<file path="config.mk">
export PLATFORM = sky130hd
export DESIGN_NAME = tlul_slice_mux
export DESIGN_NICKNAME = d
export VERILOG_FILES = /design/src/rtl/tlul_slice_pkg.sv /design/src/rtl/slice_decode.sv /design/src/rtl/req_fanout.sv /design/src/rtl/rsp_pick.sv /design/src/rtl/miss_responder.sv /design/src/rtl/tlul_slice_mux.sv
export SDC_FILE = /design/constraint.sdc
export NUM_CORES = 1
export LEC_CHECK = 0
export BUFFER_PORTS_ARGS = -buffer_cell sky130_fd_sc_hd__buf_2
export CAP_MARGIN = 20
export CORE_AREA = 2 2 377 379
export DETAILED_ROUTE_END_ITERATION = 7
export DIE_AREA = 0 0 379 381
export SETUP_SLACK_MARGIN = 0.02
export SKIP_LAST_GASP = 1
export SYNTH_ARGS = -nofsm -noshare
export SYNTH_HDL_FRONTEND = slang
export SYNTH_SLANG_ARGS = --single-unit
</file>
<file path="constraint.sdc">
create_clock -name vclk -period 1.6
set_input_delay 0.08 -clock vclk [all_inputs]
set_output_delay 0.08 -clock vclk [all_outputs]
set_load 0.01 [all_outputs]
</file>
<file path="src/rtl/tlul_slice_pkg.sv">
`timescale 1ns/1ps
package tlul_slice_pkg;

    localparam int AddrW   = 32;
    localparam int DataW   = 32;
    localparam int MaskW   = DataW / 8;
    localparam int SourceW = 8;
    localparam int SizeW   = 2;
    localparam int SlotW   = 4;
    localparam int MaxDev  = 1 << SlotW;

    localparam logic [2:0] OP_PUT_FULL    = 3'd0;
    localparam logic [2:0] OP_PUT_PARTIAL = 3'd1;
    localparam logic [2:0] OP_GET         = 3'd4;
    localparam logic [2:0] OP_ACK         = 3'd0;
    localparam logic [2:0] OP_ACK_DATA    = 3'd1;

    typedef struct packed {
        logic               a_valid;
        logic [2:0]         a_opcode;
        logic [2:0]         a_param;
        logic [SizeW-1:0]   a_size;
        logic [SourceW-1:0] a_source;
        logic [AddrW-1:0]   a_address;
        logic [MaskW-1:0]   a_mask;
        logic [DataW-1:0]   a_data;
        logic               d_ready;
    } tl_req_t;

    typedef struct packed {
        logic               d_valid;
        logic [2:0]         d_opcode;
        logic [2:0]         d_param;
        logic [SizeW-1:0]   d_size;
        logic [SourceW-1:0] d_source;
        logic               d_sink;
        logic [DataW-1:0]   d_data;
        logic               d_error;
        logic               a_ready;
    } tl_rsp_t;

endpackage

</file>
<file path="src/rtl/slice_decode.sv">
`timescale 1ns/1ps
module slice_decode
    import tlul_slice_pkg::*;
#(
    parameter int NumDevices = 6
) (
    input  logic [SlotW-1:0] field_i,
    output logic [SlotW-1:0] slot_o,
    output logic             hit_o
);

    assign slot_o = field_i;

    generate
        if (NumDevices >= MaxDev) begin : g_full
            assign hit_o = 1'b1;
        end else begin : g_partial
            assign hit_o = (field_i < SlotW'(NumDevices));
        end
    endgenerate

endmodule

</file>
<file path="src/rtl/req_fanout.sv">
`timescale 1ns/1ps
module req_fanout
    import tlul_slice_pkg::*;
#(
    parameter int NumDevices = 6
) (
    input  tl_req_t                  host_req_i,
    input  logic [SlotW-1:0]         slot_i,
    input  logic                     hit_i,
    input  logic [NumDevices-1:0]    grant_i,
    output tl_req_t [NumDevices-1:0] dev_req_o
);

    generate
        for (genvar g = 0; g < NumDevices; g++) begin : g_dev
            always_comb begin
                dev_req_o[g]         = host_req_i;
                dev_req_o[g].a_valid = host_req_i.a_valid & hit_i & (slot_i == SlotW'(g));
                dev_req_o[g].d_ready = host_req_i.d_ready & grant_i[g];
            end
        end
    endgenerate

endmodule

</file>
<file path="src/rtl/rsp_pick.sv">
`timescale 1ns/1ps
module rsp_pick
    import tlul_slice_pkg::*;
#(
    parameter int NumDevices = 6
) (
    input  tl_rsp_t [NumDevices-1:0] dev_rsp_i,
    output logic [NumDevices-1:0]    grant_o,
    output logic                     any_o,
    output tl_rsp_t                  picked_o
);

    always_comb begin
        grant_o  = '0;
        any_o    = 1'b0;
        picked_o = '0;
        for (int i = 0; i < NumDevices; i++) begin
            if (!any_o && dev_rsp_i[i].d_valid) begin
                grant_o[i] = 1'b1;
                any_o      = 1'b1;
                picked_o   = dev_rsp_i[i];
            end
        end
    end

endmodule

</file>
<file path="src/rtl/miss_responder.sv">
`timescale 1ns/1ps
module miss_responder
    import tlul_slice_pkg::*;
(
    input  logic               req_valid_i,
    input  logic               hit_i,
    input  logic               busy_i,
    input  logic               host_d_ready_i,
    input  logic [2:0]         req_opcode_i,
    input  logic [SizeW-1:0]   req_size_i,
    input  logic [SourceW-1:0] req_source_i,
    output tl_rsp_t            err_rsp_o
);

    logic answer;
    assign answer = req_valid_i & ~hit_i & ~busy_i;

    always_comb begin
        err_rsp_o = '0;
        if (answer) begin
            err_rsp_o.d_valid  = 1'b1;
            err_rsp_o.d_error  = 1'b1;
            err_rsp_o.d_opcode = (req_opcode_i == OP_GET) ? OP_ACK_DATA : OP_ACK;
            err_rsp_o.d_size   = req_size_i;
            err_rsp_o.d_source = req_source_i;
            err_rsp_o.a_ready  = host_d_ready_i;
        end
    end

endmodule

</file>
<file path="src/rtl/tlul_slice_mux.sv">
`timescale 1ns/1ps
module tlul_slice_mux
    import tlul_slice_pkg::*;
#(
    parameter int NumDevices = 6,
    parameter int SlotLsb    = 12
) (
    input  tl_req_t                  host_req_i,
    output tl_rsp_t                  host_rsp_o,
    output tl_req_t [NumDevices-1:0] dev_req_o,
    input  tl_rsp_t [NumDevices-1:0] dev_rsp_i
);

    logic [SlotW-1:0]      slot;
    logic                  hit;
    logic [NumDevices-1:0] grant;
    logic                  any_rsp;
    tl_rsp_t               picked;
    tl_rsp_t               err_rsp;
    logic                  sel_ready;

    slice_decode #(.NumDevices(NumDevices)) i_decode (
        .field_i (host_req_i.a_address[SlotLsb +: SlotW]),
        .slot_o  (slot),
        .hit_o   (hit)
    );

    rsp_pick #(.NumDevices(NumDevices)) i_pick (
        .dev_rsp_i (dev_rsp_i),
        .grant_o   (grant),
        .any_o     (any_rsp),
        .picked_o  (picked)
    );

    req_fanout #(.NumDevices(NumDevices)) i_fanout (
        .host_req_i (host_req_i),
        .slot_i     (slot),
        .hit_i      (hit),
        .grant_i    (grant),
        .dev_req_o  (dev_req_o)
    );

    miss_responder i_miss (
        .req_valid_i    (host_req_i.a_valid),
        .hit_i          (hit),
        .busy_i         (any_rsp),
        .host_d_ready_i (host_req_i.d_ready),
        .req_opcode_i   (host_req_i.a_opcode),
        .req_size_i     (host_req_i.a_size),
        .req_source_i   (host_req_i.a_source),
        .err_rsp_o      (err_rsp)
    );

    always_comb begin
        sel_ready = 1'b0;
        for (int i = 0; i < NumDevices; i++) begin
            if (slot == SlotW'(i)) sel_ready = dev_rsp_i[i].a_ready;
        end
    end

    always_comb begin
        host_rsp_o         = any_rsp ? picked : err_rsp;
        host_rsp_o.a_ready = hit ? sel_ready : err_rsp.a_ready;
    end

endmodule

</file>
==> results.json, run 1 <==
{
  "start_kind": "input port",
  "synth_area_leader_cell": "buf_4",
  "drc": 0,
  "seqCellArea_sq_um": 0,
  "hp-class": "input port to output pin",
  "powerDensity_nw_per_um2": 236.5,
  "final_nets": 1353,
  "worst_ep_arrival_time_ps": 1650,
  "area_growth_pct": 28.38,
  "p_leak_nw": 3.074,
  "ioPinCount": 966,
  "status": "complete, but fails checks",
  "detail-route-antenna-nets": 0,
  "antenna_found_initial": 174,
  "num-clock-buffers": 0,
  "cp_data_required_time_ps": 1520,
  "rsz0062_at_grt": "true",
  "ctsHoldBuffers": 0,
  "grt_max_degree": 45,
  "numPortBuffers": 497,
  "crit_chain": "buf_12 > or3_4 > nor4b_4 > buf_6 > buf_12 > a221oi_4 > o21ai_1 > buf_2",
  "globalRouteTotalUtil_pct": 10.03,
  "drtIter0Drc": 423,
  "vias": 7101,
  "yosys.cell_types.count": 36,
  "post_drt_wl_per_cell_um": 26.92,
  "cp.buffers_inverters": 4,
  "cp_max_fo": 7,
  "whs_ps": 160.1,
  "grt-ovfl-total": 0,
  "setup_viol": 12,
  "hold_depth": 0,
  "slew_viol_final": 0,
  "dieArea_sq_um": 144400,
  "syn-cell-area_sq_um": 6321,
  "crit_top_cell": "buf_12",
  "final-hold-violation-count": 0,
  "relSlewSlack_pct": 64.28,
  "worstSetupPathType": "input port to output pin",
  "drive_gt1_share_pct": 61.70,
  "path_delay_family": "simple AND/OR/NAND/NOR gates",
  "placeableCoreArea_sq_um": 140600,
  "place_worst_setup_slack_ps": -342.4,
  "cpPeakStageDelay_ps": 440,
  "post-route-min-period_ps": 1726,
  "vdd_ir_drop_max_uv": 57.90,
  "worst_slack_ps": -126.3,
  "drt-total-wl_um": 77000,
  "grt_pass1_wl_um": 90510,
  "dieWidth_um": 379,
  "grt_pass1_vias": 6373,
  "critPathCaptureType": "output pin",
  "ys_seq_area_share_pct": 0,
  "rows": 138,
  "violations": "setup timing",
  "die_y_um": 381,
  "cp_slowest_cell": "or3_4",
  "stdcell_count": 2861,
  "synth_nets": 1346,
  "final_util_pct": 5.774,
  "dp_hpwl_um": 71330,
  "place_inst": 2837,
  "fill_cells": 16819,
  "worstMarginPinSlew_ps": 535.7,
  "hold_start": "host_req_i[62]",
  "maxCapViolCount": 0,
  "max_freq_mhz": 579.3,
  "min_period_over_period_pct": 107.9,
  "worstHoldEndpoint": "dev_req_o[234]",
  "viasPerCell": 2.482,
  "routabilityCongestion": 0.8168,
  "synthDominantCellAreaShare_pct": 59.86,
  "start_util_pct": 4.497,
  "dr.pass1.iters": 6,
  "avgSynthCellArea_sq_um": 6.668,
  "ys_top_cells_by_area": "buf_4 60%, a221oi_1 7.8%, o21ai_0 7.2%",
  "n_sequential_cell": 0,
  "syn_inst": 948,
  "ys_warn_count": 0,
  "total_power_mw": 1.919
}
==> power breakdown <==
part            total, mW  internal, mW  switching (mW)
Clock          0.00000136    0.00000136               0
Sequential              0             0               0
Combinational        1.92         0.846            1.07
Total                1.92         0.846            1.07
==> Yosys cell counts <==
cell type	number
buf_4	504
o21ai_0	91
a21oi_1	88
a221oi_1	56
nand2_1	55
clkbuf_1	47
nand3b_1	46
inv_1	6
buf_1	5
nor3_1	4
nor4_1	4
a22oi_1	3
and2_1	3
and3_1	3
buf_2	3
nor2b_1	3
nor3b_1	3
a221o_1	2
buf_6	2
nand2b_1	2
nor2_1	2
o211ai_1	2
a211o_1	1
a211oi_1	1
a22o_1	1
a31oi_1	1
mux2i_1	1
mux4_2	1
nand3_1	1
nor3_2	1
nor4b_4	1
o21ai_1	1
o2bb2ai_1	1
o311ai_0	1
or3_1	1
or3_4	1
==> cells by family (layout without fill, tap and decap cells) <==
logic type / after synthesis / after routing / synth area share (%)
simple gates: 130 / 130 / 11.90
buf+inv: 567 / 572 / 63.90
compound gates: 249 / 249 / 23.69
other cells: 0 / 18 / 0
mux: 2 / 2 / 0.5146
==> how the worst max path moves through the flow <==
stage / from / endpoint / slack [ps] / depth (start not counted)
floorplan: dev_rsp_i[51] / host_rsp_o[42] / 170 / 6
global placement: dev_rsp_i[103] / host_rsp_o[1] / -330 / 9
detailed placement: dev_rsp_i[103] / host_rsp_o[1] / -340 / 9
CTS: dev_rsp_i[103] / host_rsp_o[44] / -170 / 8
global route: dev_rsp_i[103] / host_rsp_o[44] / -190 / 8
finish: dev_rsp_i[51] / host_rsp_o[44] / -130 / 8
==> routing by layer <==
metal	up-vias	global-route usage (%)	wire length [um]
met3	294	9.756	16720
met5	-	0	956
met1	2991	8.637	21630
met2	888	17.43	36250
li1	2778	-	-
met4	150	0.3527	1440
==> what timing repair did <==
action,in CTS,in global routing
gates cloned,0,0
setup buffers,2,6
hold endpoints to repair,0,0
pin swaps,4,4
resized for setup,61,30
setup endpoints to repair,55,48
==> cell usage in the layout (no fill, tap or decap), types with 2 or more instances in the layout <==
| master | count |
|---|---|
| o21ai_0 | 78 |
| nand2b_1 | 2 |
| buf_4 | 65 |
| nor2_1 | 2 |
| and3_1 | 2 |
| a221oi_2 | 7 |
| o211ai_1 | 2 |
| nor3_1 | 4 |
| and2_1 | 3 |
| a221o_1 | 2 |
| buf_12 | 10 |
| buf_6 | 12 |
| diode_2 | 18 |
| a221oi_4 | 3 |
| inv_1 | 5 |
| buf_2 | 475 |
| nand2_1 | 54 |
| nor4_1 | 4 |
| a21oi_1 | 87 |
| a22oi_1 | 2 |
| nor2b_1 | 2 |
| nor3b_1 | 3 |
| o21ai_1 | 13 |
| buf_8 | 4 |
| nand3b_1 | 46 |
| a221oi_1 | 46 |
==> stage by stage <==
stage	TNS, ps	area, sq um
final	-850.7	8115
after global routing	-3115	8093
after CTS	-1914	7923
after detailed placement	-10440	7719
after global placement	-9245	7719
after floorplan	0	6321
==> cell type report <==
class / count / area (sq um) / area share, %
multi-input cells: 381 / 2422 / 29.85
inverters: 6 / 22.52 / 0.2775
well taps: 1890 / 2365 / 29.14
diodes: 18 / 45.04 / 0.5550
repair buffers: 566 / 3261 / 40.18
No activity file was read; power rests on OpenSTA's default activity.
==> run 2: changes to the inputs <==
CORE_AREA = 2 2 371 373   (was 2 2 377 379)
DIE_AREA = 0 0 373 375   (was 0 0 379 381)
PLACE_DENSITY = 0.3   (was unset)
==> run 2 against run 1 <==
Net effect: via count is 3.0% lower; final area up 5.0%; largest power group unchanged; core utilization rose by 0.48 points; critical path depth did not move; critical path type unchanged; power up 17%; wire length down 6.8%; the flow still finishes with violations (setup timing); sequential share of layout area unchanged; largest cell class unchanged.
==> results.json, run 2 (synthesis gave the netlist of run 1 again) <==
{
  "rows": 136,
  "start_util_pct": 4.638,
  "place_inst": 2736,
  "vdd_ir_drop_max_uv": 76.16,
  "grt_pass1_wl_um": 83870,
  "globalRouteTotalUtil_pct": 9.545,
  "cpPeakStageDelay_ps": 440,
  "violations": "setup timing",
  "max_freq_mhz": 599.4,
  "whs_ps": 160.0,
  "detail-route-antenna-nets": 0,
  "dieWidth_um": 373,
  "viasPerCell": 2.490,
  "layout_common_cells": "472 x buf_2, 86 x a21oi_1, 53 x nand2_1, 53 x o21ai_0, 53 x buf_4",
  "placeableCoreArea_sq_um": 136300,
  "worst_slack_ps": -68.39,
  "p_leak_nw": 3.266,
  "hp-class": "input port to output pin",
  "worst_ep_arrival_time_ps": 1590,
  "cp_data_required_time_ps": 1520,
  "rsz0062_at_grt": "true",
  "fill_cells": 16209,
  "drc": 0,
  "place_worst_setup_slack_ps": -601.7,
  "setup_tns_ps": -345.9,
  "ioPinCount": 966,
  "numPortBuffers": 497,
  "cp.buffers_inverters": 4,
  "maxCapViolCount": 0,
  "crit_chain": "buf_12 > or3_4 > nor4b_4 > buf_12 > buf_12 > a221oi_2 > o21ai_1 > buf_2",
  "drt-total-wl_um": 71740,
  "status": "complete, but fails checks",
  "crit_top_cell": "buf_12",
  "worstSetupPathType": "input port to output pin",
  "post_drt_wl_per_cell_um": 25.93,
  "min_period_over_period_pct": 104.3,
  "final_nets": 1361,
  "hold_depth": 0,
  "die_y_um": 375,
  "dr.pass1.iters": 6,
  "grt-ovfl-total": 0,
  "post-route-min-period_ps": 1668,
  "n_sequential_cell": 0,
  "path_delay_family": "simple AND/OR/NAND/NOR gates",
  "slew_viol_final": 0,
  "grt_pass1_vias": 6364,
  "drtIter0Drc": 465,
  "relSlewSlack_pct": 52.03,
  "cp_slowest_cell": "or3_4",
  "cp_max_fo": 7,
  "antenna_found_initial": 101,
  "powerDensity_nw_per_um2": 263.3,
  "final-hold-violation-count": 0,
  "routabilityCongestion": 0.7065,
  "stdcell_count": 2767,
  "start_kind": "input port",
  "area_growth_pct": 34.84,
  "dieArea_sq_um": 139900,
  "dp_hpwl_um": 64980,
  "worstHoldEndpoint": "dev_req_o[263]",
  "grt_max_degree": 41,
  "num-clock-buffers": 0,
  "worstMarginPinSlew_ps": 719.5,
  "critPathCaptureType": "output pin",
  "total_power_mw": 2.244,
  "seqCellArea_sq_um": 0,
  "final_common_cell": "buf_2",
  "drive_gt1_share_pct": 63.79,
  "hold_start": "host_req_i[5]",
  "vias": 6891,
  "setup_viol": 9
}
==> run 2: through the flow <==
stage,util [%],instance area [sq um]
after floorplan,-,6321
after global placement,5.656,7709
after detailed placement,5.661,7716
after CTS,6.052,8249
after global routing,6.237,8501
final,6.253,8523
==> run 2: how the worst max path moves through the flow <==
stage	start	end	slack, ps	cells past startpoint
3_5_place_dp	dev_rsp_i[259]	host_rsp_o[4]	-600	7
5_1_grt	dev_rsp_i[155]	host_rsp_o[42]	-130	8
6_report	dev_rsp_i[155]	host_rsp_o[40]	-70	8
3_3_place_gp	dev_rsp_i[259]	host_rsp_o[49]	-740	7
4_1_cts	dev_rsp_i[155]	host_rsp_o[40]	-80	8
2_1_floorplan	dev_rsp_i[51]	host_rsp_o[42]	170	6
==> run 2: timing repair <==
item | CTS | global route
gates resized for setup | 101 | 48
hold buffers | 0 | 0
cloned | 0 | 2
buffers inserted | 11 | 9
endpoints found under the setup margin | 42 | 40
pin swaps | 11 | 18
==> run 2: power by group <==
group          internal, mW  switching, mW   total [mW]
clock network   0.000000920              0  0.000000920
logic                 0.961           1.28         2.24
registers                 0              0            0
total                 0.961           1.28         2.24
==> run 2: per-layer routing <==
layer | GRT usage [%] | routed length [um] | vias to the layer above
met5 | 0 | 487 | -
met4 | 0.9587 | 1816 | 72
met3 | 6.443 | 11420 | 188
met2 | 14.84 | 30470 | 794
met1 | 11.11 | 27550 | 3055
li1 | - | - | 2782
==> run 2: area by class of cell <==
cell class | count | area, sq um | area share [%]
Tap cell | 1794 | 2245 | 26.34
Antenna cell | 12 | 30.03 | 0.3523
Multi-Input combinational cell | 381 | 2609 | 30.61
Inverter | 6 | 23.77 | 0.2789
Timing Repair Buffer | 574 | 3616 | 42.43
==> run 3: changes to the inputs <==
ABC_AREA = 1   (was unset)
CORE_AREA = 2 2 373 375   (was 2 2 371 373)
DIE_AREA = 0 0 375 377   (was 0 0 373 375)
==> run 3 against run 2 <==
Net effect: the flow now finishes without violations; power down 1.3%; setup slack better by 130 ps; core utilization down 0.18 points; sequential share of layout area unchanged; worst hold slack unchanged; critical path depth up 1; first-iteration DRC count down 1.3%; non-clock buffer count down 17; clock-buffer cell count unchanged; critical endpoint is now host_rsp_o[27].
==> results.json, run 3 <==
{
  "area_growth_pct": 25.96,
  "drt-total-wl_um": 72330,
  "setup_viol": 0,
  "dr.pass1.iters": 4,
  "drive_gt1_share_pct": 53.41,
  "synth_compound_area_share_pct": 14.30,
  "vias": 7144,
  "stdcell_count": 2901,
  "synth_adder_area_share_pct": 0,
  "synth_top_family_by_area": "buffers and inverters",
  "post-route-min-period_ps": 1537,
  "vdd_ir_drop_max_uv": 57.60,
  "worst_ep_arrival_time_ps": 1460,
  "synthMuxAreaShare_pct": 0,
  "max_freq_mhz": 650.7,
  "setup_tns_ps": 0,
  "synth_common_cells": "511 x buf_4, 199 x nand2_1, 77 x a21oi_1",
  "slew_viol_final": 0,
  "min_period_over_period_pct": 96.05,
  "grt_pass1_vias": 6714,
  "cp_data_required_time_ps": 1520,
  "num-clock-buffers": 0,
  "rows": 136,
  "viasPerCell": 2.463,
  "synth_area_leader_cell": "buf_4",
  "syn-cell-area_sq_um": 6604,
  "cp.depth": 9,
  "avgSynthCellArea_sq_um": 6.031,
  "drc": 0,
  "die_y_um": 377,
  "post_drt_wl_per_cell_um": 24.93,
  "ctsHoldBuffers": 0,
  "grt_max_degree": 29,
  "yosys.cell_types.count": 29,
  "dp_hpwl_um": 63760,
  "cp_max_fo": 5,
  "worstHoldEndpoint": "dev_req_o[357]",
  "n_sequential_cell": 0,
  "globalRouteTotalUtil_pct": 9.630,
  "cp.buffers_inverters": 5,
  "yosysMostFrequentCell": "buf_4",
  "antenna_found_initial": 78,
  "synth_simple_gate_area_share_pct": 22.77,
  "crit_chain": "buf_8 > inv_8 > buf_12 > buf_6 > nor2_1 > o21ai_0 > o211ai_1 > nand2_1 > buf_2",
  "syn_inst": 1095,
  "synth-xor-area-share_pct": 0,
  "dieArea_sq_um": 141400,
  "cpPeakStageDelay_ps": 290,
  "worstSetupPathType": "input port to output pin",
  "ys_top_cells_by_area": "buf_4 58%, nand2_1 11%, a21oi_1 5.8%",
  "final_common_cell": "buf_2",
  "final_nets": 1499,
  "place_inst": 2877,
  "grt-ovfl-total": 0,
  "ys_seq_area_share_pct": 0,
  "ioPinCount": 966,
  "rsz0062_at_grt": "true",
  "final_util_pct": 6.072,
  "routabilityCongestion": 0.7318,
  "numPortBuffers": 497,
  "hold_start": "host_req_i[13]",
  "ys_warn_count": 0,
  "cp_slowest_cell": "o211ai_1",
  "synth_nets": 1493,
  "detail-route-antenna-nets": 0,
  "status": "finished, final reports clean",
  "start_kind": "input port",
  "layout_common_cells": "487 x buf_2, 192 x nand2_1, 77 x a21oi_1",
  "powerDensity_nw_per_um2": 266.3,
  "hold_depth": 0,
  "hp-class": "input port to output pin",
  "dieWidth_um": 375,
  "final-hold-violation-count": 0,
  "placeableCoreArea_sq_um": 137000,
  "relSlewSlack_pct": 56.79,
  "whs_ps": 160.0,
  "p_leak_nw": 3.687,
  "grt_pass1_wl_um": 85990,
  "start_util_pct": 4.821,
  "path_delay_family": "buffers and inverters",
  "synthDominantCellAreaShare_pct": 58.09,
  "critPathCaptureType": "output pin",
  "drtIter0Drc": 459,
  "seqCellArea_sq_um": 0,
  "worstMarginPinSlew_ps": 645.3,
  "maxCapViolCount": 0
}
==> run 3: kinds of logic (layout without fill, tap and decap cells) <==
| logic type | after synthesis | count (layout) |
|---|---|---|
| buffers and inverters | 579 | 583 |
| AOI/OAI and AO/OA | 167 | 167 |
| and+or+nand+nor | 349 | 349 |
| other | 0 | 8 |
==> run 3: area by class of cell <==
cell class,instances,area (sq um)
fill,16365,128700
timing repair buffer,557,3413
multi-input combinational,516,2512
tap,1794,2245
inverter,26,127.6
antenna,8,20.02
==> run 3: how the worst max path moves through the flow <==
stage	start	endpoint	slack, ps
6_report	dev_rsp_i[259]	host_rsp_o[27]	60
5_1_grt	dev_rsp_i[207]	host_rsp_o[31]	-1
4_1_cts	dev_rsp_i[51]	host_rsp_o[48]	-60
3_5_place_dp	dev_rsp_i[51]	host_rsp_o[48]	-270
3_3_place_gp	dev_rsp_i[51]	host_rsp_o[48]	-260
2_1_floorplan	dev_rsp_i[155]	host_rsp_o[48]	520
==> run 3: metal layers <==
metal | routed length (um) | track usage (%) | vias up
met5 | 370 | 0 | -
met4 | 971 | 0.5097 | 56
met3 | 9686 | 5.297 | 141
met2 | 32280 | 15.63 | 758
met1 | 29020 | 11.59 | 3157
li1 | - | - | 3032
==> run 3: metrics by stage <==
stage | cell area, sq um | worst slack (ps) | power (mW)
2_1_floorplan | 6604 | 520.6 | 1.885
4_1_cts | 8267 | -61.74 | 2.290
5_1_grt | 8303 | -1.337 | 2.408
3_3_place_gp | 7886 | -257.5 | 2.117
6_report | 8318 | 63.18 | 2.215
3_5_place_dp | 7886 | -267.0 | 2.119
==> run 3: report_power, final <==
part           switching (mW)  internal [mW]  leakage, nW
Clock                       0    0.000000634    0.0000507
Combinational            1.34          0.870         3.69
Sequential                  0              0            0
Total                    1.34          0.870         3.69
==> run 3: timing repair <==
item | CTS | global route
pin swaps | 9 | 7
buffers inserted | 11 | 0
cloned | 5 | 0
setup endpoints to repair | 24 | 17
resized for setup | 36 | 12
